`src/rtl/flst_pkg.sv`:
```
package flst_pkg;
  typedef enum logic [1:0] {
    OPK_IDLE  = 2'd0,
    OPK_PROG  = 2'd1,
    OPK_ERASE = 2'd2,
    OPK_SUSP  = 2'd3
  } op_kind_e;

  function automatic logic op_is_work(input logic [1:0] code);
    return (code == OPK_PROG) || (code == OPK_ERASE);
  endfunction
endpackage

```
`src/rtl/flst_strobe_sync.sv`:
```
module flst_strobe_sync #(
  parameter int SYNC_STAGES = 2
) (
  input  logic clk,
  input  logic rst,
  input  logic oe_n_i,
  input  logic ce_n_i,
  output logic rd_end_o
);
  localparam int NUM_STROBES = 2;

  logic [NUM_STROBES-1:0] raw_n;
  logic [NUM_STROBES-1:0] synced_n;
  logic                   rd_act_q;
  logic                   rd_act;

  assign raw_n = {ce_n_i, oe_n_i};

  for (genvar s = 0; s < NUM_STROBES; s++) begin : g_strobe
    logic [SYNC_STAGES-1:0] chain_q;
    always_ff @(posedge clk) begin
      if (rst) begin
        chain_q <= '1;
      end else begin
        chain_q <= {chain_q[SYNC_STAGES-2:0], raw_n[s]};
      end
    end
    assign synced_n[s] = chain_q[SYNC_STAGES-1];
  end

  // A read is in progress only while every strobe is low.
  assign rd_act = ~|synced_n;

  always_ff @(posedge clk) begin
    if (rst) begin
      rd_act_q <= 1'b0;
    end else begin
      rd_act_q <= rd_act;
    end
  end

  // The read ends when whichever strobe returns high first.
  assign rd_end_o = rd_act_q & ~rd_act;
endmodule

```
`src/rtl/flst_poll.sv`:
```
module flst_poll #(
  parameter int DATA_W = 8
) (
  input  logic              clk,
  input  logic              rst,
  input  logic [1:0]        op_mode_i,
  input  logic              eng_busy_i,
  input  logic              eng_timeout_i,
  input  logic              seq_done_i,
  input  logic [DATA_W-1:0] last_data_i,
  output logic              armed_o,
  output logic              q7_o,
  output logic              q5_o
);
  import flst_pkg::*;

  localparam int POLL_BIT = DATA_W - 1;

  logic armed_q;
  logic q7_q;
  logic q5_q;
  logic q7_next;
  logic d_bit;

  assign d_bit = last_data_i[POLL_BIT];

  always_comb begin
    q7_next = d_bit;
    if (armed_q) begin
      case (op_kind_e'(op_mode_i))
        OPK_PROG:  q7_next = eng_busy_i ? ~d_bit : d_bit;
        OPK_ERASE: q7_next = ~eng_busy_i;
        OPK_SUSP:  q7_next = 1'b1;
        default:   q7_next = d_bit;
      endcase
    end
  end

  always_ff @(posedge clk) begin
    if (rst) begin
      armed_q <= 1'b0;
      q7_q    <= 1'b0;
      q5_q    <= 1'b0;
    end else begin
      if (seq_done_i) begin
        armed_q <= 1'b1;
      end else if (op_mode_i == OPK_IDLE) begin
        armed_q <= 1'b0;
      end
      q7_q <= q7_next;
      if (op_mode_i == OPK_IDLE) begin
        q5_q <= 1'b0;
      end else if (eng_timeout_i) begin
        q5_q <= 1'b1;
      end
    end
  end

  assign armed_o = armed_q;
  assign q7_o    = q7_q;
  assign q5_o    = q5_q;
endmodule

```
`src/rtl/flst_toggle.sv`:
```
module flst_toggle (
  input  logic       clk,
  input  logic       rst,
  input  logic [1:0] op_mode_i,
  input  logic       eng_busy_i,
  input  logic       armed_i,
  input  logic       rd_end_i,
  output logic       q6_o
);
  import flst_pkg::*;

  logic q6_q;
  logic flip;

  assign flip = rd_end_i & armed_i & eng_busy_i & op_is_work(op_mode_i);

  always_ff @(posedge clk) begin
    if (rst) begin
      q6_q <= 1'b0;
    end else if (flip) begin
      q6_q <= ~q6_q;
    end
  end

  assign q6_o = q6_q;
endmodule

```
`src/rtl/flst_rdy.sv`:
```
module flst_rdy (
  input  logic       clk,
  input  logic       rst,
  input  logic [1:0] op_mode_i,
  input  logic       eng_busy_i,
  output logic       rb_low_o
);
  import flst_pkg::*;

  logic rb_q;

  always_ff @(posedge clk) begin
    if (rst) begin
      rb_q <= 1'b0;
    end else begin
      rb_q <= eng_busy_i & op_is_work(op_mode_i);
    end
  end

  assign rb_low_o = rb_q;
endmodule

```
`src/rtl/flash_status_gen.sv`:
```
module flash_status_gen #(
  parameter int DATA_W      = 8,
  parameter int SYNC_STAGES = 2
) (
  input  logic              clk,
  input  logic              rst,
  input  logic [1:0]        op_mode_i,
  input  logic              eng_busy_i,
  input  logic              eng_timeout_i,
  input  logic              seq_done_i,
  input  logic [DATA_W-1:0] last_data_i,
  input  logic              oe_n_i,
  input  logic              ce_n_i,
  output logic              q7_o,
  output logic              q6_o,
  output logic              q5_o,
  output logic              stat_vld_o,
  output logic              rb_low_o
);
  logic rd_end;
  logic armed;

  flst_strobe_sync #(.SYNC_STAGES(SYNC_STAGES)) u_sync (
    .clk      (clk),
    .rst      (rst),
    .oe_n_i   (oe_n_i),
    .ce_n_i   (ce_n_i),
    .rd_end_o (rd_end)
  );

  flst_poll #(.DATA_W(DATA_W)) u_poll (
    .clk           (clk),
    .rst           (rst),
    .op_mode_i     (op_mode_i),
    .eng_busy_i    (eng_busy_i),
    .eng_timeout_i (eng_timeout_i),
    .seq_done_i    (seq_done_i),
    .last_data_i   (last_data_i),
    .armed_o       (armed),
    .q7_o          (q7_o),
    .q5_o          (q5_o)
  );

  flst_toggle u_tog (
    .clk        (clk),
    .rst        (rst),
    .op_mode_i  (op_mode_i),
    .eng_busy_i (eng_busy_i),
    .armed_i    (armed),
    .rd_end_i   (rd_end),
    .q6_o       (q6_o)
  );

  flst_rdy u_rdy (
    .clk        (clk),
    .rst        (rst),
    .op_mode_i  (op_mode_i),
    .eng_busy_i (eng_busy_i),
    .rb_low_o   (rb_low_o)
  );

  assign stat_vld_o = armed;
endmodule

```
`config.mk`:
```
export PLATFORM = sky130hd
export DESIGN_NAME = flash_status_gen
export DESIGN_NICKNAME = d
export VERILOG_FILES = /design/src/rtl/flst_pkg.sv /design/src/rtl/flst_strobe_sync.sv /design/src/rtl/flst_poll.sv /design/src/rtl/flst_toggle.sv /design/src/rtl/flst_rdy.sv /design/src/rtl/flash_status_gen.sv
export SDC_FILE = /design/constraint.sdc
export NUM_CORES = 1
export LEC_CHECK = 0
export CAP_MARGIN = 20
export CORE_AREA = 2 2 39 41
export DETAILED_ROUTE_END_ITERATION = 10
export DIE_AREA = 0 0 41 43
export GPL_TIMING_DRIVEN = 0
export PLACE_DENSITY = 0.71
export SLEW_MARGIN = 15
export SYNTH_ARGS = -nofsm -noshare
export SYNTH_HDL_FRONTEND = slang
export SYNTH_SLANG_ARGS = --single-unit
```
`constraint.sdc`:
```
create_clock -name clk -period 3.5 [get_ports clk]
set_clock_uncertainty 0.05 [all_clocks]
set_input_delay 0.525 -clock clk [delete_from_list [all_inputs] [get_ports clk]]
set_output_delay 0.525 -clock clk [all_outputs]
set_load 0.03 [all_outputs]
```
After elaboration in Yosys (flattened, before gate mapping)
Cells that the tools add are included.
W data, S select, Z words.

word-level totals
  flip-flop bits (word level) = 10
  input bits = 17
  output and inout port bits = 5
  word-level logic and storage cells = 30

operators by class
  equal/unequal tests = 3
  muxes and demuxes = 5
  bitwise gates (word level) = 8
  reduce and logical (&&, ||, !) cells = 6

operators by type and width
  operator              count
  $and A1 B1 Y1         5
  $eq A2 B2 Y1 const B  2
  $mux W1               4
  $reduce_or A2 Y1      2
  $not A1 Y1            3
  $pmux W1 S3           1
  $eq A2 B1 Y1 const B  1
  $logic_not A2 Y1      1
  $reduce_bool A2 Y1    1
  $logic_not A1 Y1      1
  $logic_or A1 B1 Y1    1

Logic depth before layout (Yosys ltp)
  word-level depth = 5
  mapped depth = 5
  mapped depth without buffers = 5

By module
From an unflattened synthesis, not the netlist that was laid out.

second synthesis, totals
  cells, all modules = 33
  area total of the unflattened synthesis = 347.8 µm²

by module, submodules not included
  module            instances  cells each  area an instance (µm²)  seq. area each (µm²)
  flst_strobe_sync  1          11          137.6                   100.1
  flst_poll         1          13          118.9                   60.1
  flst_toggle       1          6           50.0                    20.0
  flst_rdy          1          3           41.3                    20.0

Worst setup path before layout
Ideal clock, no wire load.

  path kind = input port to flip-flop
  start point = input port op_mode_i[0]
  end point = register u_tog.q6_q (netlist: u_tog.q6_o)
  arrival = 1.339 ns
  path slack = 2.040 ns
  cell stages on the path = 5
  buffers on the path = 0
  cell sequence = inv_1 > ha_1 > nand2_2 > or3_1 > a21oi_1

between the ends
  word-level cells in the longest chain between the ends = 3
  elaborated cells on any way between the ends = 4

ends and longest elaborated chain
  what                                          RTL line               text
  start: declaration                            flash_status_gen.sv:7  input logic [1:0] op_mode_i,
  $eq A2 B1 Y1 or $eq A2 B2 Y1 (tied branches)  flst_pkg.sv:10         return (code == OPK_PROG) || (code == OPK_ERASE);
  $logic_or A1 B1 Y1 *                          flst_pkg.sv:10
  $and A1 B1 Y1 *                               flst_toggle.sv:15      assign flip = rd_end_i & armed_i & eng_busy_i & op_is_work(op_mode_i);
  end signal: assignment                        flst_toggle.sv:21      q6_q <= ~q6_q;
  end: declaration                              flst_toggle.sv:12      logic q6_q;

Every way passes the cells marked *; elsewhere a longest branch is shown, timed or not.
A chain may end at the register's enable or synchronous reset.

Worst setup path in the final report
  start point = register u_poll.armed_q (netlist: u_poll.armed_o)
  end point = output port stat_vld_o

RTL lines
  what                      RTL line                text
  start: declaration        flst_poll.sv:19         logic armed_q;
  start signal: assignment  flst_poll.sv:41         armed_q <= 1'b0;
  start signal: assignment  flst_poll.sv:46         armed_q <= 1'b1;
  start signal: assignment  flst_poll.sv:48         armed_q <= 1'b0;
  end: declaration          flash_status_gen.sv:17  output logic stat_vld_o,

No word-level cell between the ends.

==> flow_summary_export.csv <==
group,metric,value,unit
cts,clkLatencyLatePin,0.26,ns
min_path,hp-class,"flip-flop to flip-flop",
worst_setup_path,cpLargestDelayFamily,"buffers and inverters",
worst_setup_path,cp_cell_sequence,"clkdlybuf4s50_1",
timing,setup_viol,0,
timing,rsz0062_at_grt,"no",
cts,cts-root-buf,"clkbuf_4",
floorplanning,ios,22,
floorplanning,start_util,0.2812,
worst_setup_path,worstPathMaxFanout,3,
routing,vias,322,
flow_run,maxCapViolations,0,
grt,antenna_found_initial,0,
worst_setup_path,required,2.92,ns
final_layout,diodes,0,
power,peakVddDrop,0.2837,mV
logic_synthesis,netlist_area,389.1,µm²
final_layout,layout-drive-gt1-share,0.1786,
cts,hold_buffers,0,
cts,numCtsBuffers,3,
timing,finalCriticalPeriod,1.871,ns
routing,final_antenna_net_count,0,
grt,grt_usage,0.1019,
worst_setup_path,reg2reg_from,"u_poll.armed_o",
routing,wl,645,µm
min_path,holdCritStartpoint,"u_sync.g_strobe[1].chain_q[0]",
floorplanning,rows,14,
routing,drt_iter0_drc,3,
timing,slew-limit-headroom,0.7612,
worst_setup_path,critPathMaxStageDelay,0.68,ns
power,cellLeakagePower,0.2338,nW
worst_setup_path,crit_type,"flip-flop to primary output",
worst_setup_path,cp-end-kind,"primary output",
cts,htreeDepth,1,
routing,routed_via_density,4.472,
routing,route.detailed.drc,0,
grt,overflow,0,
cts,cts_tree,"built",
floorplanning,die_h,43,µm
timing,period_share,0.5345,
floorplanning,die_w,41,µm
cts,cts_resized,0,
logic_synthesis,yosysSeqAreaShare,0.5145,
placement,dp_hpwl,510,µm
outcome,status,"finished clean",
final_layout,syn_to_final_growth,47.91,%
logic_synthesis,synth_cell_types,17,
cts,clk_pin_slew,0.06,ns
logic_synthesis,synth-seq-cells,10,
worst_setup_path,cp-startpoint,"u_poll.armed_o",
worst_setup_path,cpMaxStageDelayCell,"clkdlybuf4s50_1",
placement,globalplace.congestion,0.6312,
grt,grt_pass1_wl,1166,µm
logic_synthesis,syn_inst,39,
timing,tightest_slew,0.3582,ns
grt,grt_max_degree,11,
placement,port_buffers,13,
timing,slew_violations,0,
final_layout,fillers,146,
timing,tns,0,ns
logic_synthesis,synth_area_per_cell,9.978,µm²
power,power.density,447.4,nW/µm²
worst_setup_path,arrival,1.30,ns
worst_setup_path,crit_buf_inv,1,
floorplanning,fp.dieArea,1763,µm²
cts,clockBufferDepth,2,
cts,post_cts_buffers,0,
placement,dpl-instance-area,539.3,µm²
routing,wl_per_cell,8.958,µm
routing,drtPass1Iterations,2,
logic_synthesis,yosys_warnings,0,
timing,final_hold_viol_count,0,
timing,fmax,534.5,MHz
cts,clock-sinks,10,
worst_setup_path,start_kind,"flip-flop",
logic_synthesis,synth_nets,60,
final_layout,nets,78,
final_layout,finalInstanceArea,575.6,µm²
floorplanning,placeableCoreArea,1384,µm²
grt,grt_pass1_vias,310,
[power by group]
group | switching [mW] | leakage, nW | internal, mW
sequential | 0.00194 | 0.0826 | 0.119
clock | 0.0371 | 0.0210 | 0.0631
combinational | 0.0168 | 0.130 | 0.0194
[Yosys cell counts]
cell type | instances | share of area
o211ai_1 | 1 | 0.019
nor3_1 | 2 | 0.026
nor4_1 | 2 | 0.032
inv_1 | 2 | 0.019
clkbuf_1 | 1 | 0.0096
dfxtp_1 | 10 | 0.51
a21oi_1 | 1 | 0.013
a21boi_0 | 1 | 0.019
and2b_2 | 1 | 0.023
or2_2 | 4 | 0.064
nor2_1 | 5 | 0.048
nor2b_1 | 1 | 0.016
or3_1 | 1 | 0.016
nand2_2 | 1 | 0.016
o21ai_0 | 1 | 0.013
nor4b_1 | 1 | 0.023
ha_1 | 4 | 0.13
[logic make-up after synthesis]
kind of cell,share of synthesized area
simple gates,0.2637
flops,0.5145
compound gates,0.06430
fa+ha+maj,0.1286
buf+inv,0.02894
[stage by stage]
stage          power, mW  setup slack, ns  cells    util  hold slack (ns)
2_1_floorplan     0.1415            2.040     39       -           0.3395
3_3_place_gp      0.1595            1.444     68  0.3897           0.3421
3_5_place_dp      0.1603            1.432     68  0.3897           0.3441
4_1_cts           0.2632            1.601     72  0.4159           0.3607
5_1_grt           0.2754            1.563     72  0.4159           0.3764
6_report          0.2575            1.629     72  0.4159           0.3576
[flip-flops by register name, summed over array words and instances (netlist names)]
| name | flops |
|---|---|
| u_poll.armed_o | 1 |
| u_sync.rd_act_q | 1 |
| u_sync.g_strobe.chain_q | 4 |
| u_poll.q7_o | 1 |
| u_rdy.rb_low_o | 1 |
| u_tog.q6_o | 1 |
| u_poll.q5_o | 1 |
[cell type report]
cell class	instances	area (µm²)	share of cell area
Multi-Input combinational cell	26	177.7	0.3087
Inverter	2	7.507	0.01304
Buffer	1	3.754	0.006522
Clock buffer	4	36.28	0.06304
Sequential cell	10	200.2	0.3478
Timing Repair Buffer	13	130.1	0.2261
Tap cell	16	20.02	0.03478
[final timing paths]
path / end / slack [ns] / depth (start not counted)
setup / recovery: stat_vld_o / 1.63 / 1
hold / removal: u_sync.g_strobe[1].chain_q[1] / 0.36 / 1
setup reg to reg: u_poll.q7_o / 2.36 / 3
hold reg to reg: u_sync.g_strobe[1].chain_q[1] / 0.36 / 1
[per-layer routing]
layer / up-vias / wire, µm / part of all wire / GRT usage
met5: - / 0 / 0 / 0
met4: 0 / 0 / 0 / 0.04000
met3: 0 / 67 / 0.10 / 0.07853
met2: 12 / 316 / 0.49 / 0.1625
met1: 146 / 260 / 0.40 / 0.09150
li1: 164 / - / - / -
[cells in the final DEF (no fill, tap or decap), drive strengths merged]
master	count
nor4	2
a21boi	1
ha	4
nor2	5
and2b	1
nand2	1
dfxtp	10
nor3	2
o21ai	1
a21oi	1
inv	2
clkdlybuf4s50	13
nor4b	1
or2	4
or3	1
o211ai	1
nor2b	1
clkbuf	5
Power figures use the tool's default switching activity.
